### src/rtl/adc_seq_ctrl.sv
module adc_seq_ctrl #(
  parameter int FIRST_LEN = 25,
  parameter int NORM_LEN  = 13
) (
  input  logic       clk,
  input  logic       rst_n,
  input  logic [1:0] addr,
  input  logic [7:0] wdata,
  input  logic       wr,
  input  logic       rd,
  output logic [7:0] rdata,
  input  logic       irq_ack,
  input  logic [9:0] sample,
  output logic [4:0] ch_sel,
  output logic [1:0] ref_sel,
  output logic       irq
);
  localparam logic [4:0] FIRST_LAST = 5'(FIRST_LEN - 1);
  localparam logic [4:0] NORM_LAST  = 5'(NORM_LEN - 1);
  localparam logic [1:0] A_MUX = 2'd0, A_CTL = 2'd1, A_LO = 2'd2, A_HI = 2'd3;

  logic [7:0] mux_q;
  logic [6:0] act_q;
  logic       en, busy, auto_q, flag, ie, first, lock;
  logic [2:0] ps;
  logic [4:0] cnt;
  logic [6:0] pre;
  logic [9:0] res_q;

  logic wr_mux, wr_ctl, start, abort, tick, done;
  logic [6:0] mask;
  logic [15:0] word;

  assign wr_mux = wr && addr == A_MUX;
  assign wr_ctl = wr && addr == A_CTL;
  assign start  = wr_ctl && wdata[7] && wdata[6] && !busy;
  assign abort  = wr_ctl && !wdata[7];
  assign mask   = (ps == 3'd0) ? 7'd1 : (7'd1 << ps) - 7'd1;
  assign tick   = busy && ((pre & mask) == mask);
  assign done   = tick && cnt == (first ? FIRST_LAST : NORM_LAST);

  assign ch_sel  = act_q[4:0];
  assign ref_sel = act_q[6:5];
  assign irq     = flag & ie;
  assign word    = mux_q[5] ? {res_q, 6'b0} : {6'b0, res_q};

  always_comb begin
    case (addr)
      A_MUX:   rdata = mux_q;
      A_CTL:   rdata = {en, busy, auto_q, flag, ie, ps};
      A_LO:    rdata = word[7:0];
      default: rdata = word[15:8];
    endcase
  end

  always_ff @(posedge clk or negedge rst_n) begin
    if (!rst_n) begin
      mux_q <= '0; act_q <= '0; en <= 1'b0; busy <= 1'b0; auto_q <= 1'b0;
      flag <= 1'b0; ie <= 1'b0; ps <= '0; first <= 1'b0; lock <= 1'b0;
      cnt <= '0; pre <= '0; res_q <= '0;
    end else begin
      if (wr_mux) mux_q <= wdata;
      if (!busy || done) act_q <= {mux_q[7:6], mux_q[4:0]};

      if (wr_ctl) begin
        en     <= wdata[7];
        auto_q <= wdata[5];
        ie     <= wdata[3];
        ps     <= wdata[2:0];
        if (wdata[7] && !en) first <= 1'b1;
      end

      if (done && !abort) flag <= 1'b1;
      else if (irq_ack || (wr_ctl && wdata[4])) flag <= 1'b0;

      if (abort) begin
        busy <= 1'b0;
        cnt  <= '0;
        pre  <= '0;
      end else if (start) begin
        busy <= 1'b1;
        cnt  <= '0;
        pre  <= '0;
      end else if (busy) begin
        pre <= pre + 7'd1;
        if (tick) cnt <= cnt + 5'd1;
        if (done) begin
          first <= 1'b0;
          cnt   <= '0;
          pre   <= '0;
          busy  <= auto_q;
        end
      end

      if (done && !abort && !lock)
        res_q <= (act_q[4:0] == 5'h1f) ? 10'd0 : sample;

      if (rd && addr == A_LO) lock <= 1'b1;
      else if (rd && addr == A_HI) lock <= 1'b0;
    end
  end
endmodule


### config.mk
export PLATFORM = sky130hd
export DESIGN_NAME = adc_seq_ctrl
export DESIGN_NICKNAME = d
export VERILOG_FILES = /design/src/rtl/adc_seq_ctrl.sv
export SDC_FILE = /design/constraint.sdc
export NUM_CORES = 1
export LEC_CHECK = 0
export ABC_AREA = 0
export BUFFER_PORTS_ARGS = -buffer_cell sky130_fd_sc_hd__buf_2
export CAP_MARGIN = 20
export CORE_MARGIN = 2
export CORE_UTILIZATION = 45
export CTS_BUF_LIST = sky130_fd_sc_hd__clkbuf_4 sky130_fd_sc_hd__clkbuf_8 sky130_fd_sc_hd__clkbuf_16
export CTS_CLUSTER_SIZE = 20
export DETAILED_ROUTE_END_ITERATION = 8
export PLACE_DENSITY = 0.74
export RECOVER_POWER = 25
export SLEW_MARGIN = 25
export SYNTH_ARGS = -nofsm -noshare
export SYNTH_HDL_FRONTEND = slang
export SYNTH_SLANG_ARGS = --single-unit
### constraint.sdc
create_clock -name clk -period 2.67 [get_ports clk]
set_input_delay 0 -clock clk [delete_from_list [all_inputs] [get_ports clk]]
set_output_delay 0 -clock clk [all_outputs]
set_load 0.02 [all_outputs]
After elaboration in Yosys (flattened, before gate mapping)
Cells that the tools add are included.
Widths: inputs -> output; s select.
Word-level totals
  logic and storage cells: 81
  output and inout port bits: 16
  input bits: 25
  bits in registers: 47
Operators by class
  reductions and logical operators: 28
  shift operators: 1
  bitwise gates (word level): 2
  add/subtract/negate cells: 3
  eq/ne operators: 6
  muxes and demuxes: 28
Operators by type and width (count)
  $mux 7: 5
  $mux 5: 6
  $pmux 8 s3: 1
  $mux 16: 1
  $logic_and 1x1->1: 14
  $mux 1: 14
  $mux 10: 1
  $add 7x1->7 const B: 1
  $and 7x7->7: 1
  $eq 7x7->1: 1
  $shl 1x3->7 const A: 1
  $sub 7x1->7 const B: 1
  $add 5x1->5 const B: 1
  $eq 5x5->1: 1
  $eq 5x5->1 const B: 1
  $logic_not 1->1: 5
  $eq 2x2->1 const B: 2
  $reduce_bool 2->1: 2
  $reduce_bool 4->1: 1
  $logic_not 3->1: 1
  $reduce_bool 3->1: 1
  $eq 2x1->1 const B: 1
  $logic_not 2->1: 1
  $logic_or 1x1->1: 2
  other kinds (2): 2

Logic depth before layout (Yosys ltp)
Gate-level depths: netlist (run 1).
  word-level depth: 11
  depth in mapped cells: 7
  depth with buffers taken out: 6

Worst setup path before layout (run 1)
Ideal clock, no wire load.
  kind: reg-to-reg
  start point: reg cnt[0]
  end point: reg act_q[0]
  path buffers: 0
  slack: 0.575 ns
  data required time: 2.545 ns
  setup time: 0.125 ns
  stages on the path, launching flop included: 7
  clock period less this slack: 2.095 ns
  data arrival time: 1.970 ns
  cell sequence: dfrtp_1 > inv_1 > ha_1 > nand4b_1 > a21o_2 > o41ai_4 > mux2_2
On the way
  word-level cells in the longest chain between the ends: 3
Ends and longest elaborated chain
  start, declared: RTL line 26  | logic [4:0] cnt;
  start signal, assigned: RTL line 86  | if (tick) cnt <= cnt + 5'd1;
  $eq 5x5->1: RTL line 40  | assign done = tick && cnt == (first ? FIRST_LAST : NORM_LAST);
  $logic_and 1x1->1: RTL line 40
  $logic_or 1x1->1: RTL line 63  | if (!busy || done) act_q <= {mux_q[7:6], mux_q[4:0]};
  end signal, assigned: RTL line 63
  end, declared: RTL line 23  | logic [6:0] act_q;
No other way between the ends.
A chain may end at the register's enable or synchronous reset.

Final worst setup path (run 1)
  start point: reg cnt[0]
  end point: reg act_q[6]
Same word-level chain as after synthesis.

==> results of run 1 <==
-- path summary, 6_finish.rpt --
kind | startpoint | to | slack, ns | cells after the start
setup / recovery | cnt[0]$_DFFE_PN0P_ | act_q[6]$_DFFE_PN0P_ | 0.34 | 6
hold / removal | wdata[7] | first$_DFF_PN0_ | 0.04 | 3
setup reg to reg | cnt[0]$_DFFE_PN0P_ | act_q[6]$_DFFE_PN0P_ | 0.34 | 6
hold reg to reg | lock$_DFFE_PN0P_ | lock$_DFFE_PN0P_ | 0.51 | 2
max in group asynchronous | rst_n | lock$_DFFE_PN0P_ | 1.52 | 2
min in group asynchronous | rst_n | pre[2]$_DFFE_PN0P_ | 0.44 | 2
-- metal layers --
layer  up-vias  track usage  wire length, microns
met5         -            0                     0
met4         0       0.0776                   100
met3         7       0.0364                   272
met2        50        0.316                  2740
met1      1053        0.292                  2840
li1       1036            -                     -
-- placed cells by master, fill, tap and decap left out, drive strengths merged, types with 2 or more instances in the layout --
cell,instances
a2111oi,3
a211oi,7
a21o,2
a21oi,11
a22oi,5
and2,3
and3,2
buf,44
clkbuf,6
dfrtp,47
dlygate4sd3,21
ha,3
inv,18
mux2,20
mux2i,14
nand2,28
nand2b,4
nand3,7
nand3b,2
nand4,4
nor2,6
nor2b,6
o2111ai,3
o21a,2
o21ai,11
o22ai,2
o2bb2ai,3
o31ai,3
o41ai,3
or3,3
xor2,3
-- stage by stage --
step	setup slack, ns	hold slack [ns]	power [W]	instance area, sq um
floorplan	0.575	-0.296	0.00137	2550
global placement	0.417	0.225	0.00155	2840
detailed placement	0.322	0.0452	0.00157	2840
CTS	0.295	0.0413	0.00206	3140
global route	0.205	0.0308	0.00219	3150
finish	0.338	0.0430	0.00206	3150
-- power by group through the flow --
stage          clock network [W]  logic [W]  registers (W)
6_report                0.000476   0.000598       0.000982
5_1_grt                 0.000520   0.000661        0.00101
4_1_cts                 0.000481   0.000602       0.000983
3_5_place_dp                   0   0.000577       0.000995
3_3_place_gp                   0   0.000565       0.000989
2_1_floorplan                  0   0.000379       0.000993
-- cells by family (layout without fill, tap and decap cells) --
| kind of cell | after synthesis | in the layout | share of synthesized area |
|---|---|---|---|
| compound gates | 59 | 59 | 0.167 |
| buf+inv | 25 | 90 | 0.0378 |
| fa+ha+maj | 3 | 3 | 0.0147 |
| flops | 47 | 47 | 0.461 |
| simple gates | 74 | 74 | 0.157 |
| xor+xnor | 3 | 3 | 0.0103 |
| mux | 35 | 35 | 0.152 |
-- worst min-delay path, stage by stage --
cell	delay [ns]
buf_2	0.16
nand3b_1	0.09
o2bb2ai_1	0.06
-- registers in the layout, indices dropped and copies added, names as in the netlist, 3 cells and up --
register,cells
res_q,10
mux_q,8
act_q,7
pre,7
cnt,5
ps,3
-- layout make-up --
class                      count  area share
clock buffer                   5      0.0219
sequential                    47       0.373
multi-input combinational    174       0.406
tap                           72      0.0286
timing repair buffer          66       0.142
inverter                      16      0.0191
clock inverter                 3     0.00874
-- repair_timing --
item,CTS,global route
hold buffers,21,0
hold endpoints to repair,71,0
setup endpoints to repair,0,7
setup buffers,0,1
==> qor.yml, run 1 <==
status:
  outcome: "complete, no violations"
yosys:
  post_synth_most_frequent_cells: "dfrtp_1 (47), nand2_1 (28), mux2_2 (20)"
  yosysUniqueCellTypes: 49
  ys_warn_count: 0
  yosys.area.top_type_share: 0.461
  yosysMostFrequentCell: "dfrtp_1"
  netlist_area_sq_mm: 0.00255
  synth_seq_cells: 47
  ys_top_cells_by_area: "dfrtp_1 (46%), mux2_2 (8.8%), mux2i_1 (5.5%)"
  synth_seq_area_share: 0.461
  async_reset_ff_frac: 1.00
  synth_flop_cell: "dfrtp_1"
  synth_area_leader_cell: "dfrtp_1"
  avgSynthCellArea_sq_um: 10.4
  syn-num-nets: 274
  synth_enable_flop_cells: 0
  synthCells: 246
finish:
  ff_latch_area_sq_mm: 0.00118
  area_delta_synth_final_pct: 23.4
  antenna_cells: 0
  fill_cells: 489
  multi_input_area_sq_mm: 0.00128
  finalNetCount: 338
  drive_above_1_share: 0.257
  post-route-util: 0.572
  fin_cells: 383
global_route:
  track_usage: 0.206
  first_global_vias: 2056
  grt_pass1_wl_microns: 9990
  grt_max_degree: 48
  grt_antenna_before_repair: 0
  gr-total-overflow: 0
critical_path:
  crit_required_ns: 2.87
  cp_max_fo: 9
  path_delay_family: "compound AO/OA/AOI/OAI gates"
  cp_data_arrival_time_ns: 2.54
  crit_path_cell_trace: "inv_1 > ha_1 > nand4b_1 > a21o_2 > o41ai_4 > mux2_2"
  end_kind: "flip-flop"
  cp.buffers_inverters: 1
  slowest_delay_ns: 0.68
  slowest_stage: "o41ai_4"
  cp-start-kind: "flip-flop"
  critPathKind: "flip-flop to flip-flop"
clock_network:
  cts_buffers: 5
  cts_tree: "built"
  root_buffer: "clkbuf_8"
  clkSinkCount: 47
  cts.repair.resized: 0
  clockBufferDepth: 2
  clk_latency_ns: 0.32
  path_clk_slew_ns: 0.09
  h-tree-depth: 2
timing:
  finalCritPeriodShare: 0.874
  timing.fmax_mhz: 429
  hold_viol: 0
  setup_viol: 0
  slew_headroom: 0.230
  fin_skew_ns: 0.0130
  fin_tns_setup_ns: 0
  rsz0062_at_grt: "no"
  tightest_slew_ns: 1.15
  finalCriticalPeriod_ns: 2.33
  slew_viol_final: 0
pwr:
  p_int_w: 0.00130
  switching_power_w: 0.000752
  p_leak_nw: 1.49
  powerDensity_mw_per_mm2: 653
  switching_share: 0.366
  pwr-share-clk: 0.231
  pwr-share-seq: 0.478
  p_comb_frac: 0.291
  peakVddDrop_mv: 0.727
placed_design:
  io_buffer_count: 40
  finalWeightedCongestion: 0.806
  dp_cells: 353
  hpwl_microns: 4140
die:
  dieWidth_microns: 79.3
  rows: 27
  pin_count: 41
  start_util: 0.463
  die_h_microns: 79.3
  die_area_sq_mm: 0.00629
  core_sq_mm: 0.00551
routing:
  drc_errors: 0
  vias: 2146
  routed_wl_microns: 5940
  dr.pass1.iters: 4
  wl_per_cell_microns: 15.5
  routed_via_density: 5.60
  drtAntennaViolNets: 0
  drtIter0Drc: 191
hold_path:
  hold_path_class: "input port to flip-flop"
flow_run:
  cap_violations: 0
Power figures use the tool's default switching activity.
==> run 2, diff against run 1 <==
--- a/config.mk
+++ b/config.mk
@@ -14,8 +14,8 @@
 export CTS_CLUSTER_SIZE = 20
 export DETAILED_ROUTE_END_ITERATION = 8
 export PLACE_DENSITY = 0.74
-export RECOVER_POWER = 25
 export SLEW_MARGIN = 25
 export SYNTH_ARGS = -nofsm -noshare
 export SYNTH_HDL_FRONTEND = slang
 export SYNTH_SLANG_ARGS = --single-unit
+export TNS_END_PERCENT = 30
==> run 2 against run 1 <==
  * Via count did not move
  * Die area did not move
  * Register-to-register slack barely moved
  * Clock skew fell by 0.00073 ns
  * Combinational power barely moved
  * Final area barely moved
  * Largest cell class unchanged
  * Global-route usage did not move
  * Hold slack improved by 0.0025 ns
  * Critical endpoint unchanged
  * Clock-buffer cell count did not move
==> qor.yml, run 2 (synthesis results as in run 1) <==
clock_network:
  path_clk_slew_ns: 0.09  # about the same
  cts_buffers: 5  # unchanged
  clk_latency_ns: 0.32  # about the same
  root_buffer: "clkbuf_8"
  clkSinkCount: 47  # unchanged
  h-tree-depth: 2  # unchanged
  clockBufferDepth: 2  # unchanged
  cts.repair.resized: 0  # unchanged
  cts_tree: "built"
routing:
  drtIter0Drc: 189  # -1.0%
  routed_wl_microns: 5970  # +0.45%
  drc_errors: 0  # unchanged
  wl_per_cell_microns: 15.6  # +0.45%
  dr.pass1.iters: 4  # unchanged
  vias: 2146  # unchanged
  drtAntennaViolNets: 0  # unchanged
  routed_via_density: 5.60  # unchanged
global_route:
  first_global_vias: 2056  # unchanged
  grt_antenna_before_repair: 0  # unchanged
  grt_max_degree: 48  # unchanged
  gr-total-overflow: 0  # unchanged
  track_usage: 0.206  # unchanged
  grt_pass1_wl_microns: 9990  # unchanged
finish:
  fill_cells: 488  # -0.20%
  largest_reg_flops: 10  # unchanged
  final_cell_mix: "dfrtp_1 (47), buf_2 (39), nand2_1 (28), dlygate4sd3_1 (21), mux2_2 (20)"
  top_register: "res_q"
  area_delta_synth_final_pct: 23.5  # about the same
  reg.largest.list: "res_q: 10 flops, mux_q: 8 flops"
  drive_above_1_share: 0.257  # unchanged
  layout_commonest_cell: "dfrtp_1"
  finalNetCount: 338  # unchanged
  antenna_cells: 0  # unchanged
critical_path:
  critPathKind: "flip-flop to flip-flop"
  cp_max_fo: 9  # unchanged
  cp_data_arrival_time_ns: 2.53  # about the same
  cp-start-kind: "flip-flop"
  crit_required_ns: 2.87  # about the same
  end_kind: "flip-flop"
timing:
  finalCriticalPeriod_ns: 2.33  # -0.00609 ns
  slew_headroom: 0.528  # +0.298
  rsz0062_at_grt: "no"
  tightest_slew_ns: 0.705  # -0.450 ns
  hold_viol: 0  # unchanged
  finalCritPeriodShare: 0.871  # -0.00228
  fin_hold_ws_ns: 0.0455  # +0.00249 ns
  fin_skew_ns: 0.0123  # -0.000729 ns
  slew_viol_final: 0  # unchanged
  fin_tns_setup_ns: 0  # unchanged
  setup_viol: 0  # unchanged
  timing.fmax_mhz: 430  # +0.26%
status:
  outcome: "complete, no violations"
placed_design:
  io_buffer_count: 40  # unchanged
  hpwl_microns: 4140  # unchanged
  finalWeightedCongestion: 0.806  # unchanged
flow_run:
  cap_violations: 0  # unchanged
pwr:
  peakVddDrop_mv: 0.726  # -0.24%
  powerDensity_mw_per_mm2: 653  # about the same
  p_leak_nw: 1.50  # about the same
die:
  die_area_sq_mm: 0.00629  # unchanged
  core_sq_mm: 0.00551  # unchanged
  die_h_microns: 79.3  # unchanged
  start_util: 0.463  # unchanged
  pin_count: 41  # unchanged
  rows: 27  # unchanged
  dieWidth_microns: 79.3  # unchanged
hold_path:
  hold_path_class: "input port to flip-flop"
## run 2: worst paths after layout
check | startpoint | end | slack (ns) | cells past startpoint
max | cnt[0]$_DFFE_PN0P_ | act_q[6]$_DFFE_PN0P_ | 0.34 | 6
min | wdata[7] | first$_DFF_PN0_ | 0.05 | 3
max reg2reg | cnt[0]$_DFFE_PN0P_ | act_q[6]$_DFFE_PN0P_ | 0.34 | 6
min reg2reg | lock$_DFFE_PN0P_ | lock$_DFFE_PN0P_ | 0.51 | 2
max in group asynchronous | rst_n | lock$_DFFE_PN0P_ | 2.03 | 2
min in group asynchronous | rst_n | pre[4]$_DFFE_PN0P_ | 0.23 | 2
## run 2: cell type report
class	count	area, sq um	area share
tap	72	90.1	0.0286
multi-input combinational	174	1280	0.406
sequential	47	1180	0.373
timing repair buffer	66	450	0.143
inverter	16	60.1	0.0191
clock buffer	5	68.8	0.0218
clock inverter	3	27.5	0.00873
## run 2: critical path, cell delays in order, from the launching register on
cell and delay [ns]:
dfrtp_1 0.41, inv_1 0.10, ha_1 0.17, nand4b_1 0.15, a21o_2 0.31, o41ai_4 0.68
mux2_2 0.41
## run 2: power breakdown
| group | internal (W) | switching [W] |
|---|---|---|
| sequential | 0.000840 | 0.000142 |
| clock | 0.000195 | 0.000281 |
| combinational | 0.000269 | 0.000330 |
| total | 0.00130 | 0.000752 |
## run 2: through the flow
stage | area (sq um) | utilization | total power (W) | setup slack, ns | std cells
finish | 3150 | 0.572 | 0.00206 | 0.344 | 383
global route | 3150 | 0.572 | 0.00219 | 0.205 | 383
CTS | 3140 | 0.571 | 0.00206 | 0.295 | 382
detailed placement | 2840 | 0.515 | 0.00157 | 0.322 | 353
global placement | 2840 | 0.515 | 0.00155 | 0.417 | 353
floorplan | 2550 | - | 0.00137 | 0.575 | 246
## run 2: routing by layer
| metal | vias to the layer above | part of all wire | GRT usage | wire length, microns |
|---|---|---|---|---|
| li1 | 1035 | - | - | - |
| met1 | 1060 | 0.48 | 0.292 | 2880 |
| met2 | 45 | 0.46 | 0.316 | 2760 |
| met3 | 6 | 0.042 | 0.0364 | 252 |
| met4 | 0 | 0.013 | 0.0776 | 78 |
| met5 | - | 0 | 0 | 0 |
## run 2: timing repair
item / in CTS / in global routing
endpoints found under the hold margin: 71 / 0
hold buffers: 21 / 0
setup endpoints to repair: 0 / 7
setup buffers: 0 / 1
